--- config.mk ---
export PLATFORM = sky130hd
export DESIGN_NAME = sud_divider
export DESIGN_NICKNAME = d
export VERILOG_FILES = /design/src/rtl/sud_pkg.sv /design/src/rtl/sud_prep.sv /design/src/rtl/sud_core.sv /design/src/rtl/sud_fix.sv /design/src/rtl/sud_divider.sv
export SDC_FILE = /design/constraint.sdc
export NUM_CORES = 1
export LEC_CHECK = 0
export BUFFER_PORTS_ARGS = -buffer_cell sky130_fd_sc_hd__buf_2
export CORE_ASPECT_RATIO = 1.75
export CORE_UTILIZATION = 40
export CTS_CLUSTER_DIAMETER = 80
export DETAILED_ROUTE_END_ITERATION = 10
export GPL_TIMING_DRIVEN = 0
export SKIP_CTS_REPAIR_TIMING = 1
export SLEW_MARGIN = 0
export SYNTH_ARGS = -nofsm -noshare
export SYNTH_HDL_FRONTEND = slang
export SYNTH_HIERARCHICAL = 1
export SYNTH_SLANG_ARGS = --single-unit
export TNS_END_PERCENT = 20
--- constraint.sdc ---
create_clock -name clk -period 18 [get_ports clk]
set_input_delay 1.8 -clock clk [delete_from_list [all_inputs] [get_ports clk]]
set_output_delay 1.8 -clock clk [all_outputs]
set_load 0.02 [all_outputs]
--- src/rtl/sud_pkg.sv ---
package sud_pkg;

    typedef enum logic {
        DV_IDLE = 1'b0,
        DV_RUN  = 1'b1
    } dv_state_e;

    // sign corrections captured when an operation is accepted
    typedef struct packed {
        logic neg_quo;
        logic neg_rem;
    } dv_fix_t;

    function automatic int unsigned dv_steps(int unsigned w, int unsigned k);
        return (w + k - 1) / k;
    endfunction

endpackage

--- src/rtl/sud_prep.sv ---
module sud_prep
    import sud_pkg::*;
#(
    parameter int W = 32
) (
    input  logic         is_signed,
    input  logic [W-1:0] dividend,
    input  logic [W-1:0] divisor,
    output logic [W-1:0] num_mag,
    output logic [W-1:0] den_mag,
    output dv_fix_t      fix
);
    logic n_neg, d_neg, d_zero;

    always_comb begin
        n_neg  = is_signed & dividend[W-1];
        d_neg  = is_signed & divisor[W-1];
        d_zero = (divisor == '0);
        // two's complement negate of the most negative value yields 2^(W-1)
        // read as unsigned, which is its true magnitude
        num_mag = n_neg ? (~dividend + W'(1)) : dividend;
        den_mag = d_neg ? (~divisor + W'(1)) : divisor;
        fix.neg_quo = (n_neg ^ d_neg) & ~d_zero;
        fix.neg_rem = n_neg;
    end
endmodule

--- src/rtl/sud_core.sv ---
module sud_core
    import sud_pkg::*;
#(
    parameter int W          = 32,
    parameter int LOG2_RADIX = 2
) (
    input  logic         clk,
    input  logic         rst,
    input  logic         start,
    input  logic [W-1:0] num_mag,
    input  logic [W-1:0] den_mag,
    output logic         busy,
    output logic         done,
    output logic [W-1:0] quo_mag,
    output logic [W-1:0] rem_mag
);
    localparam int K      = LOG2_RADIX;
    localparam int RADIX  = 1 << K;
    localparam int EW     = 2 * W + K + 1;
    localparam int SW     = $clog2(W + 1);
    localparam int NSTEP  = dv_steps(W, K);
    localparam int CW     = $clog2(NSTEP + 1);

    dv_state_e       st;
    logic [SW-1:0]   shift;
    logic [SW-1:0]   step_bits;
    logic [SW-1:0]   new_sh;
    logic [W-1:0]    dvs;
    logic [W-1:0]    q_r;
    logic [W-1:0]    r_r;
    logic [K-1:0]    sel;
    logic [W+K-1:0]  qadd;
    logic [EW-1:0]   cand [RADIX];
    int              lim;

    assign busy    = (st == DV_RUN);
    assign quo_mag = q_r;
    assign rem_mag = r_r;

    always_comb begin
        step_bits = (shift < SW'(K)) ? shift : SW'(K);
        new_sh    = shift - step_bits;
        lim       = 1 << step_bits;
    end

    // one trial subtraction per candidate digit
    for (genvar gi = 0; gi < RADIX; gi++) begin : g_cand
        assign cand[gi] = EW'(r_r) - ((EW'(gi) * EW'(dvs)) << new_sh);
    end

    // largest digit whose trial remainder stays non-negative
    always_comb begin
        sel = '0;
        for (int i = 0; i < RADIX; i++) begin
            if (!cand[i][EW-1] && (i < lim)) sel = K'(i);
        end
        qadd = (W + K)'(sel) << new_sh;
    end

    always_ff @(posedge clk) begin
        if (rst) begin
            st    <= DV_IDLE;
            shift <= '0;
            dvs   <= '0;
            q_r   <= '0;
            r_r   <= '0;
            done  <= 1'b0;
        end else begin
            done <= 1'b0;
            case (st)
                DV_IDLE: begin
                    if (start) begin
                        dvs   <= den_mag;
                        r_r   <= num_mag;
                        q_r   <= '0;
                        shift <= SW'(W);
                        st    <= DV_RUN;
                    end
                end
                DV_RUN: begin
                    r_r   <= cand[sel][W-1:0];
                    q_r   <= q_r | qadd[W-1:0];
                    shift <= new_sh;
                    if (new_sh == '0) begin
                        st   <= DV_IDLE;
                        done <= 1'b1;
                    end
                end
                default: st <= DV_IDLE;
            endcase
        end
    end

    // cycle counter used only by the latency check
    logic [CW-1:0] run_cnt;
    always_ff @(posedge clk) begin
        if (rst)                 run_cnt <= '0;
        else if (start && !busy) run_cnt <= '0;
        else if (busy)           run_cnt <= run_cnt + CW'(1);
    end

    // done only as the run ends, after exactly NSTEP busy cycles
    a_r6_done_ends_run: assert property (@(posedge clk) disable iff (rst)
        done |-> (!busy && $past(busy) && run_cnt == CW'(NSTEP)));

    // an accepted start enters the busy state
    a_r6_start_enters_run: assert property (@(posedge clk) disable iff (rst)
        (start && !busy) |=> busy);

    // the divisor in use cannot change while busy
    a_r7_busy_keeps_divisor: assert property (@(posedge clk) disable iff (rst)
        busy |=> $stable(dvs));

    // results hold while idle without a start
    a_r8_idle_holds: assert property (@(posedge clk) disable iff (rst)
        (!busy && !start) |=> ($stable(q_r) && $stable(r_r)));
endmodule

--- src/rtl/sud_fix.sv ---
module sud_fix
    import sud_pkg::*;
#(
    parameter int W = 32
) (
    input  logic [W-1:0] quo_mag,
    input  logic [W-1:0] rem_mag,
    input  dv_fix_t      fix,
    output logic [W-1:0] quotient,
    output logic [W-1:0] remainder
);
    always_comb begin
        quotient  = fix.neg_quo ? (~quo_mag + W'(1)) : quo_mag;
        remainder = fix.neg_rem ? (~rem_mag + W'(1)) : rem_mag;
    end
endmodule

--- src/rtl/sud_divider.sv ---
module sud_divider
    import sud_pkg::*;
#(
    parameter int W          = 32,
    parameter int LOG2_RADIX = 2
) (
    input  logic         clk,
    input  logic         rst,
    input  logic         start,
    input  logic         is_signed,
    input  logic [W-1:0] dividend,
    input  logic [W-1:0] divisor,
    output logic         busy,
    output logic         done,
    output logic [W-1:0] quotient,
    output logic [W-1:0] remainder
);
    localparam int DW = 2 * W;
    localparam logic [W-1:0] MOST_NEG = {1'b1, {(W-1){1'b0}}};

    logic [W-1:0] num_mag, den_mag, quo_mag, rem_mag;
    dv_fix_t      fix_in, fix_q;
    logic         accept;

    // operand copies kept for the result checks below
    logic [W-1:0] n_h, d_h;
    logic         s_h;

    assign accept = start && !busy;

    sud_prep #(.W(W)) u_prep (
        .is_signed (is_signed),
        .dividend  (dividend),
        .divisor   (divisor),
        .num_mag   (num_mag),
        .den_mag   (den_mag),
        .fix       (fix_in)
    );

    sud_core #(.W(W), .LOG2_RADIX(LOG2_RADIX)) u_core (
        .clk     (clk),
        .rst     (rst),
        .start   (start),
        .num_mag (num_mag),
        .den_mag (den_mag),
        .busy    (busy),
        .done    (done),
        .quo_mag (quo_mag),
        .rem_mag (rem_mag)
    );

    always_ff @(posedge clk) begin
        if (rst) begin
            fix_q <= '0;
            n_h   <= '0;
            d_h   <= '0;
            s_h   <= 1'b0;
        end else if (accept) begin
            fix_q <= fix_in;
            n_h   <= dividend;
            d_h   <= divisor;
            s_h   <= is_signed;
        end
    end

    sud_fix #(.W(W)) u_fix (
        .quo_mag   (quo_mag),
        .rem_mag   (rem_mag),
        .fix       (fix_q),
        .quotient  (quotient),
        .remainder (remainder)
    );

    // unsigned results reconstruct the dividend with a smaller remainder
    a_r1_unsigned_identity: assert property (@(posedge clk) disable iff (rst)
        (done && !s_h && d_h != '0) |->
        ((DW'(quotient) * DW'(d_h) + DW'(remainder) == DW'(n_h)) && (remainder < d_h)));

    // a non-zero signed quotient carries the xor of the operand signs
    a_r2_quo_sign: assert property (@(posedge clk) disable iff (rst)
        (done && s_h && d_h != '0 && quotient != '0 && !(n_h == MOST_NEG && d_h == '1)) |->
        (quotient[W-1] == (n_h[W-1] ^ d_h[W-1])));

    // a non-zero signed remainder takes the dividend's sign
    a_r3_rem_sign: assert property (@(posedge clk) disable iff (rst)
        (done && s_h && remainder != '0) |-> (remainder[W-1] == n_h[W-1]));

    // zero divisor gives all ones and the dividend back
    a_r4_zero_divisor: assert property (@(posedge clk) disable iff (rst)
        (done && d_h == '0) |-> (quotient == '1 && remainder == n_h));

    // the single signed overflow wraps
    a_r5_no_overflow_trap: assert property (@(posedge clk) disable iff (rst)
        (done && s_h && n_h == MOST_NEG && d_h == '1) |->
        (quotient == MOST_NEG && remainder == '0));
endmodule

**After elaboration in Yosys (flattened, before gate mapping)**

Cells that the tools add are included.

- Bits in registers: 106
- Input bits: 68
- Output and inout port bits: 66
- Word-level logic and storage cells: 75

- Multiplexer cells: 21
- Add/sub/neg operators: 9
- Eq/ne operators: 1
- Bitwise logic cells: 12
- Shift operators: 6
- $mul: 1
- $lt $le $gt $ge: 5
- Reductions and logical operators: 12

Operator list:

| cell | number |
|---|---|
| $sub 32x67->67 | 4 |
| $mux 32 | 8 |
| $bmux 67 s2 | 1 |
| $add 32x1->32 const B | 4 |
| $not 32->32 | 4 |
| $pmux 32 s2 | 2 |
| $shl 1x6->67 const A | 1 |
| $shl 32x6->67 | 1 |
| $shl 33x6->67 | 1 |
| $shl 34x6->67 | 1 |
| $lt 3x32->1 const A | 2 |
| $mul 2x32->34 const A | 1 |
| $logic_not 32->1 | 1 |
| $lt 2x32->1 const A | 1 |
| $or 32x32->32 | 1 |
| $shl 1x6->32 const A | 1 |
| $shl 2x6->32 | 1 |
| $mux 6 | 2 |
| $pmux 6 s2 | 1 |
| $logic_not 6->1 | 1 |
| $lt 6x2->1 const B | 1 |
| $sub 6x6->6 | 1 |
| $logic_and 1x1->1 | 4 |
| $logic_not 1->1 | 4 |
| other kinds (11) | 18 |

**Logic depth before layout (Yosys ltp)**

- Word-level depth: 15
- Depth in mapped cells: 36

**Cells and area by module**

The synthesis kept the hierarchy.

By module, submodules not included:

| module | area each (µm²) | instances | seq. area each (µm²) | cells an instance |
|---|---|---|---|---|
| sud_core | 18335.1 | 1 | 2082.0 | 2581 |
| sud_fix | 1452.6 | 1 | 0.0 | 189 |
| sud_prep | 1373.8 | 1 | 0.0 | 208 |
| sud_divider | 102.6 | 1 | 40.0 | 9 |

**Worst setup path after synthesis**

OpenSTA, ideal clock, no wires.

- Kind: register to register
- Start: register u_core.shift[5]
- End: register u_core.q_r[13] (netlist: u_core/quo_mag[13])
- Period minus slack after synthesis: 6.851 ns
- Cell stages (with the launch flop): 32
- Slack: 11.149 ns
- Library setup time: 0.127 ns
- Buffers on the path: 11
- Arrival time: 6.724 ns
- Cell sequence: dfxtp_1 > buf_2 > or3_1 > buf_4 > buf_2 > o21bai_1 > ha_1 > buf_2 > buf_2 > inv_1 > buf_2 > buf_2 > buf_2 > buf_2 > buf_1 > mux4_2 > a211oi_1 > o21ai_0 > ha_1 > and3_1 > nand3_1 > a211oi_1 > o21ai_0 > a21oi_1 > o311ai_0 > a21oi_1 > nand2_1 > o21ai_2 > o311ai_2 > mux2i_2 > buf_2 > o31ai_1

- Word-level cells in the longest chain between the ends: 13
- Elaborated cells between the ends (all ways): 25
- Classes of those cells: 4 x add/sub; 4 x order compare; 5 x shift; 5 x mux; 1 x bitwise; 6 x reduce/logical

Ends and longest elaborated chain:

| item | RTL line | text |
|---|---|---|
| start, declared | sud_core.sv:25 | `logic [SW-1:0] shift;` |
| start signal, assigned | sud_core.sv:76 | `shift <= SW'(W);` |
| start signal, assigned | sud_core.sv:83 | `shift <= new_sh;` |
| $lt 6x2->1 | sud_core.sv:41 | `step_bits = (shift < SW'(K)) ? shift : SW'(K);` |
| $mux 6 | sud_core.sv:41 |  |
| $sub 6x6->6 | sud_core.sv:42 | `new_sh = shift - step_bits;` |
| $shl 32x6->67 | sud_core.sv:48 | `assign cand[gi] = EW'(r_r) - ((EW'(gi) * EW'(dvs)) << new_sh);` |
| $sub 32x67->67 | sud_core.sv:48 |  |
| $logic_not 1->1 | sud_core.sv:55 | `if (!cand[i][EW-1] && (i < lim)) sel = K'(i);` |
| $logic_and 1x1->1 | sud_core.sv:55 |  |
| $mux 1 | sud_core.sv:55 |  |
| $mux 2 (2 in a row) | sud_core.sv:55 |  |
| $shl 2x6->32 * | sud_core.sv:57 | `qadd = (W + K)'(sel) << new_sh;` |
| $or 32x32->32 * | sud_core.sv:82 | `q_r <= q_r \| qadd[W-1:0];` |
| $pmux 32 s2 * | sud_core.sv:70 | `case (st)` |
| end signal, assigned | sud_core.sv:82 |  |
| end, declared | sud_core.sv:29 | `logic [W-1:0] q_r;` |

Every way passes the cells marked *; elsewhere a longest branch is shown, timed or not.
A chain may end at the register's enable or synchronous reset.

**Final worst setup path**

- Start: register u_core.shift[1]
- End: register u_core.q_r[13] (netlist: u_core/quo_mag[13])

The elaborated chain is that of the path after synthesis.

==> impl_results.rst <==
.. list-table::
   :header-rows: 1

   * - Metric
     - Value
   * - Total power
     - 2.48 mW
   * - Mux cell area share after synthesis
     - 0.0834
   * - Layout filler cell count
     - 5603
   * - Reg clk slew, reported paths
     - 0.09 ns
   * - Sw Ratio
     - 0.586
   * - Layout Nets
     - 3337
   * - Cell Area, Synth
     - 0.0213 mm^2
   * - Iteration-0 DRC Markers
     - 2425
   * - First-pass detailed-route iteration total
     - 6
   * - Half-perimeter wire length after detailed placement
     - 93.8 mm
   * - Final RePlAce weighted congestion
     - 1.08
   * - Xor-xnor portion of the synthesized cell area
     - 0.0869
   * - Placed Area
     - 0.0228 mm^2
   * - Clock share of power
     - 0.085
   * - CTS H-Tree Depth
     - 3
   * - Maximum number of pins on one net before global-route repair
     - 20
   * - # Max-Cap Violations
     - 1
   * - NetSw
     - 1.45 mW
   * - Layout area overhead
     - 8.73%
   * - Count of different cell masters after synthesis
     - 109
   * - PortBufs
     - 133
   * - Main flop type after synthesis
     - dfxtp_1
   * - Transition time of the tightest slew-check pin
     - 1.53 ns
   * - Most used cells in the layout excluding fill and tap cells
     - nand2_1 (338), nor2_1 (238), a21oi_1 (219), buf_2 (188), o21ai_0 (176)
   * - Internal power
     - 1.03 mW
   * - Routed Antenna Nets
     - 0
   * - Max Clock Skew
     - 0.0236 ns
   * - CP Data Required Time
     - 18.25 ns
   * - Total core area
     - 0.0525 mm^2
   * - Data arrival time of the critical path
     - 11.16 ns
   * - I/O pins
     - 134
   * - TritonCTS buffer count
     - 9
   * - Post-Place Cells
     - 3800
   * - Area share of the largest cell type after synthesis
     - 0.0998
   * - Fraction of final layout cells with drive strength greater than 1
     - 0.118
   * - Clock tree root driver cell
     - clkbuf_16
   * - Critical-path maximum fanout
     - 10
   * - Synthesized flop and latch total
     - 106
   * - Area fraction in and, or, nand and nor cells after synthesis
     - 0.257
   * - Count of synthesis-stage warnings from yosys
     - 6
   * - Number of placement rows
     - 111
   * - Worst path max stage delay
     - 0.63 ns
   * - Critical path class
     - flip-flop to flip-flop
   * - Most used cell along the critical path
     - buf_2
   * - Die ar.
     - 0.0541 mm^2
   * - Crit path time final
     - 10.91 ns
   * - Path type of the worst min-delay path
     - flip-flop to flip-flop
   * - FF/Latch Area
     - 0.00212 mm^2
   * - Die Width
     - 176 um
   * - Number of vias in the routed layout
     - 26500
   * - Net count after synthesis
     - 3190
   * - Post-synthesis instance total
     - 2987
   * - Clock Latency Late Sink
     - 0.41 ns
   * - Violations in the final reports
     - capacitance limit, slew limit
   * - Starting density of the core
     - 0.405
   * - Hold violation count in the final report
     - 0
   * - Max-slew violation total from the final report
     - 4
   * - Area occupied by multi-input gates
     - 0.0180 mm^2
   * - Post-synthesis share of cell area spent on full adders, half adders and majority gates
     - 0.0805
   * - Final setup vio count
     - 0
   * - Number of flops mapped to enable cells by yosys
     - 0
   * - CTS sink count
     - 106
   * - Die Y-Extent
     - 307 um
   * - Total GRT Usage
     - 0.423
   * - Commonest non-fill, non-tap cell in the layout
     - nand2_1
   * - Total grt overflow
     - 0
   * - Synth Area in Compound Gates
     - 0.336
   * - Leak pwr
     - 9.01 nW
   * - Number of global-route vias before repair
     - 26000
   * - Worst setup slack after placement
     - 7.58 ns
   * - Fraction of the cycle the final worst path needs
     - 0.606
   * - Initial antenna violation count
     - 9
   * - Final core utilization
     - 0.440
   * - Maximum operating frequency
     - 91.7 MHz
   * - CTS tree
     - built
   * - Relative contribution of combinational cells to total power
     - 0.791
   * - Buffers from clock root to sink, at most
     - 2
   * - Wire length of the first global-routing pass
     - 169 mm
   * - RSZ-0062 raised after global routing
     - no
   * - Worst-case setup margin in the final layout
     - 7.09 ns
   * - Cell types occupying the most area after synthesis
     - dfxtp_1 (10%), ha_1 (7.8%), xnor2_1 (6.1%)
   * - Final non-filler cell total
     - 3821
   * - Summed negative setup slack over all endpoints
     - 0 ns
   * - Sequential fraction of the synthesis area
     - 0.0998
   * - Final wirelength
     - 116 mm
   * - Drt wl/cell
     - 30.3 um
   * - Post-DR vias/cell
     - 6.94
   * - Status
     - finished with violations
   * - Worst hold slack
     - 0.490 ns
   * - Post-synth ARST share
     - 0
   * - Post-synth top area cell
     - dfxtp_1
   * - Area of all placed cells without fillers
     - 0.0231 mm^2
   * - Remaining max-slew budget at the tightest pin
     - -0.0280
   * - Average size of a mapped cell
     - 7.12 um^2
   * - Number of remaining DRC errors
     - 0
   * - Largest family of logic cells by synthesized area
     - compound AO/OA/AOI/OAI gates
   * - Endpoint type of the worst setup path
     - flip-flop
   * - Worst Setup Start Kind
     - flip-flop
   * - Cell area power density
     - 107 mW/mm^2
   * - Worst-path cell with the longest stage delay
     - buf_1
   * - Proportion of power drawn by flip-flops and latches
     - 0.124
   * - Peak supply drop
     - 52.5 uV
==> synth_stat cells (all sizes together), types with 27 or more instances <==
| cell | n |
|---|---|
| o21a | 39 |
| or3 | 49 |
| a31oi | 31 |
| dfxtp | 106 |
| and2 | 27 |
| nor3 | 98 |
| a21o | 35 |
| mux2i | 101 |
| ha | 132 |
| nor4 | 34 |
| clkbuf | 102 |
| buf | 90 |
| nor2b | 37 |
| o21ai | 191 |
| inv | 72 |
| xnor2 | 149 |
| nand2 | 339 |
| o22ai | 35 |
| or2 | 29 |
| o211ai | 42 |
| nand4 | 30 |
| xor2 | 62 |
| nand2b | 42 |
| mux2 | 31 |
| nand3 | 73 |
| nor2 | 239 |
| a21oi | 220 |
| o41ai | 28 |
| a211oi | 59 |
| o31ai | 64 |
==> logic make-up after synthesis <==
kind of cell	count (synthesis)
AO/OA/AOI/OAI	1019
other	1
flip-flops	106
buffers and inverters	265
XOR/XNOR	211
multiplexers	150
AND/OR/NAND/NOR	1100
adder cells (fa/ha/maj)	135
==> worst max-delay path, delay by kind of cell (launching register included) <==
kind	cells	cell delay [ns]
buffers and inverters	12	4.21
AO/OA/AOI/OAI	12	4.25
flip-flops	1	0.40
adder cells (fa/ha/maj)	2	0.66
multiplexers	1	0.63
AND/OR/NAND/NOR	3	0.58
==> flip-flops by register name, summed over array words and instances (netlist names) <==
name and flops:
fix_q 2, u_core/busy 1, u_core/done 1, u_core/dvs 32, u_core/quo_mag 32, u_core/rem_mag 32, u_core/shift 6
==> layout make-up <==
class / count / share of cell area
sequential: 106 / 0.0918
antenna: 4 / 0.000433
timing repair buffer: 136 / 0.0295
inverter: 73 / 0.0119
clock buffer: 9 / 0.00974
tap: 678 / 0.0367
multi-input combinational: 2616 / 0.777
buffer: 192 / 0.0400
clock inverter: 7 / 0.00271
==> power by group through the flow <==
stage | Sequential (mW) | Combinational, mW | Clock (mW)
global route | 0.307 | 2.07 | 0.221
floorplan | 0.281 | 1.29 | 0
global placement | 0.309 | 1.84 | 0
finish | 0.307 | 1.96 | 0.210
CTS | 0.304 | 1.87 | 0.210
detailed placement | 0.310 | 1.86 | 0
==> per-layer routing <==
layer | share of wire | wire length (um) | up-vias | track usage
met3 | 0.070 | 8100 | 714 | 0.0985
met5 | 0.00051 | 59 | - | 0
met4 | 0.13 | 15200 | 8 | 0.469
li1 | - | - | 11700 | -
met2 | 0.48 | 56000 | 1563 | 0.733
met1 | 0.32 | 36500 | 12500 | 0.383
==> worst paths after layout <==
| check | start | end | slack (ns) | cells after the start |
|---|---|---|---|---|
| setup reg to reg | u_core/shift[1]$_SDFFE_PP0P_ | u_core/quo_mag[13]$_SDFFE_PP0P_ | 7.09 | 30 |
| setup / recovery | u_core/shift[1]$_SDFFE_PP0P_ | u_core/quo_mag[13]$_SDFFE_PP0P_ | 7.09 | 30 |
| hold reg to reg | u_core/quo_mag[31]$_SDFFE_PP0P_ | u_core/quo_mag[31]$_SDFFE_PP0P_ | 0.49 | 2 |
| hold / removal | u_core/quo_mag[31]$_SDFFE_PP0P_ | u_core/quo_mag[31]$_SDFFE_PP0P_ | 0.49 | 2 |
(Power assumes the default switching activity.)
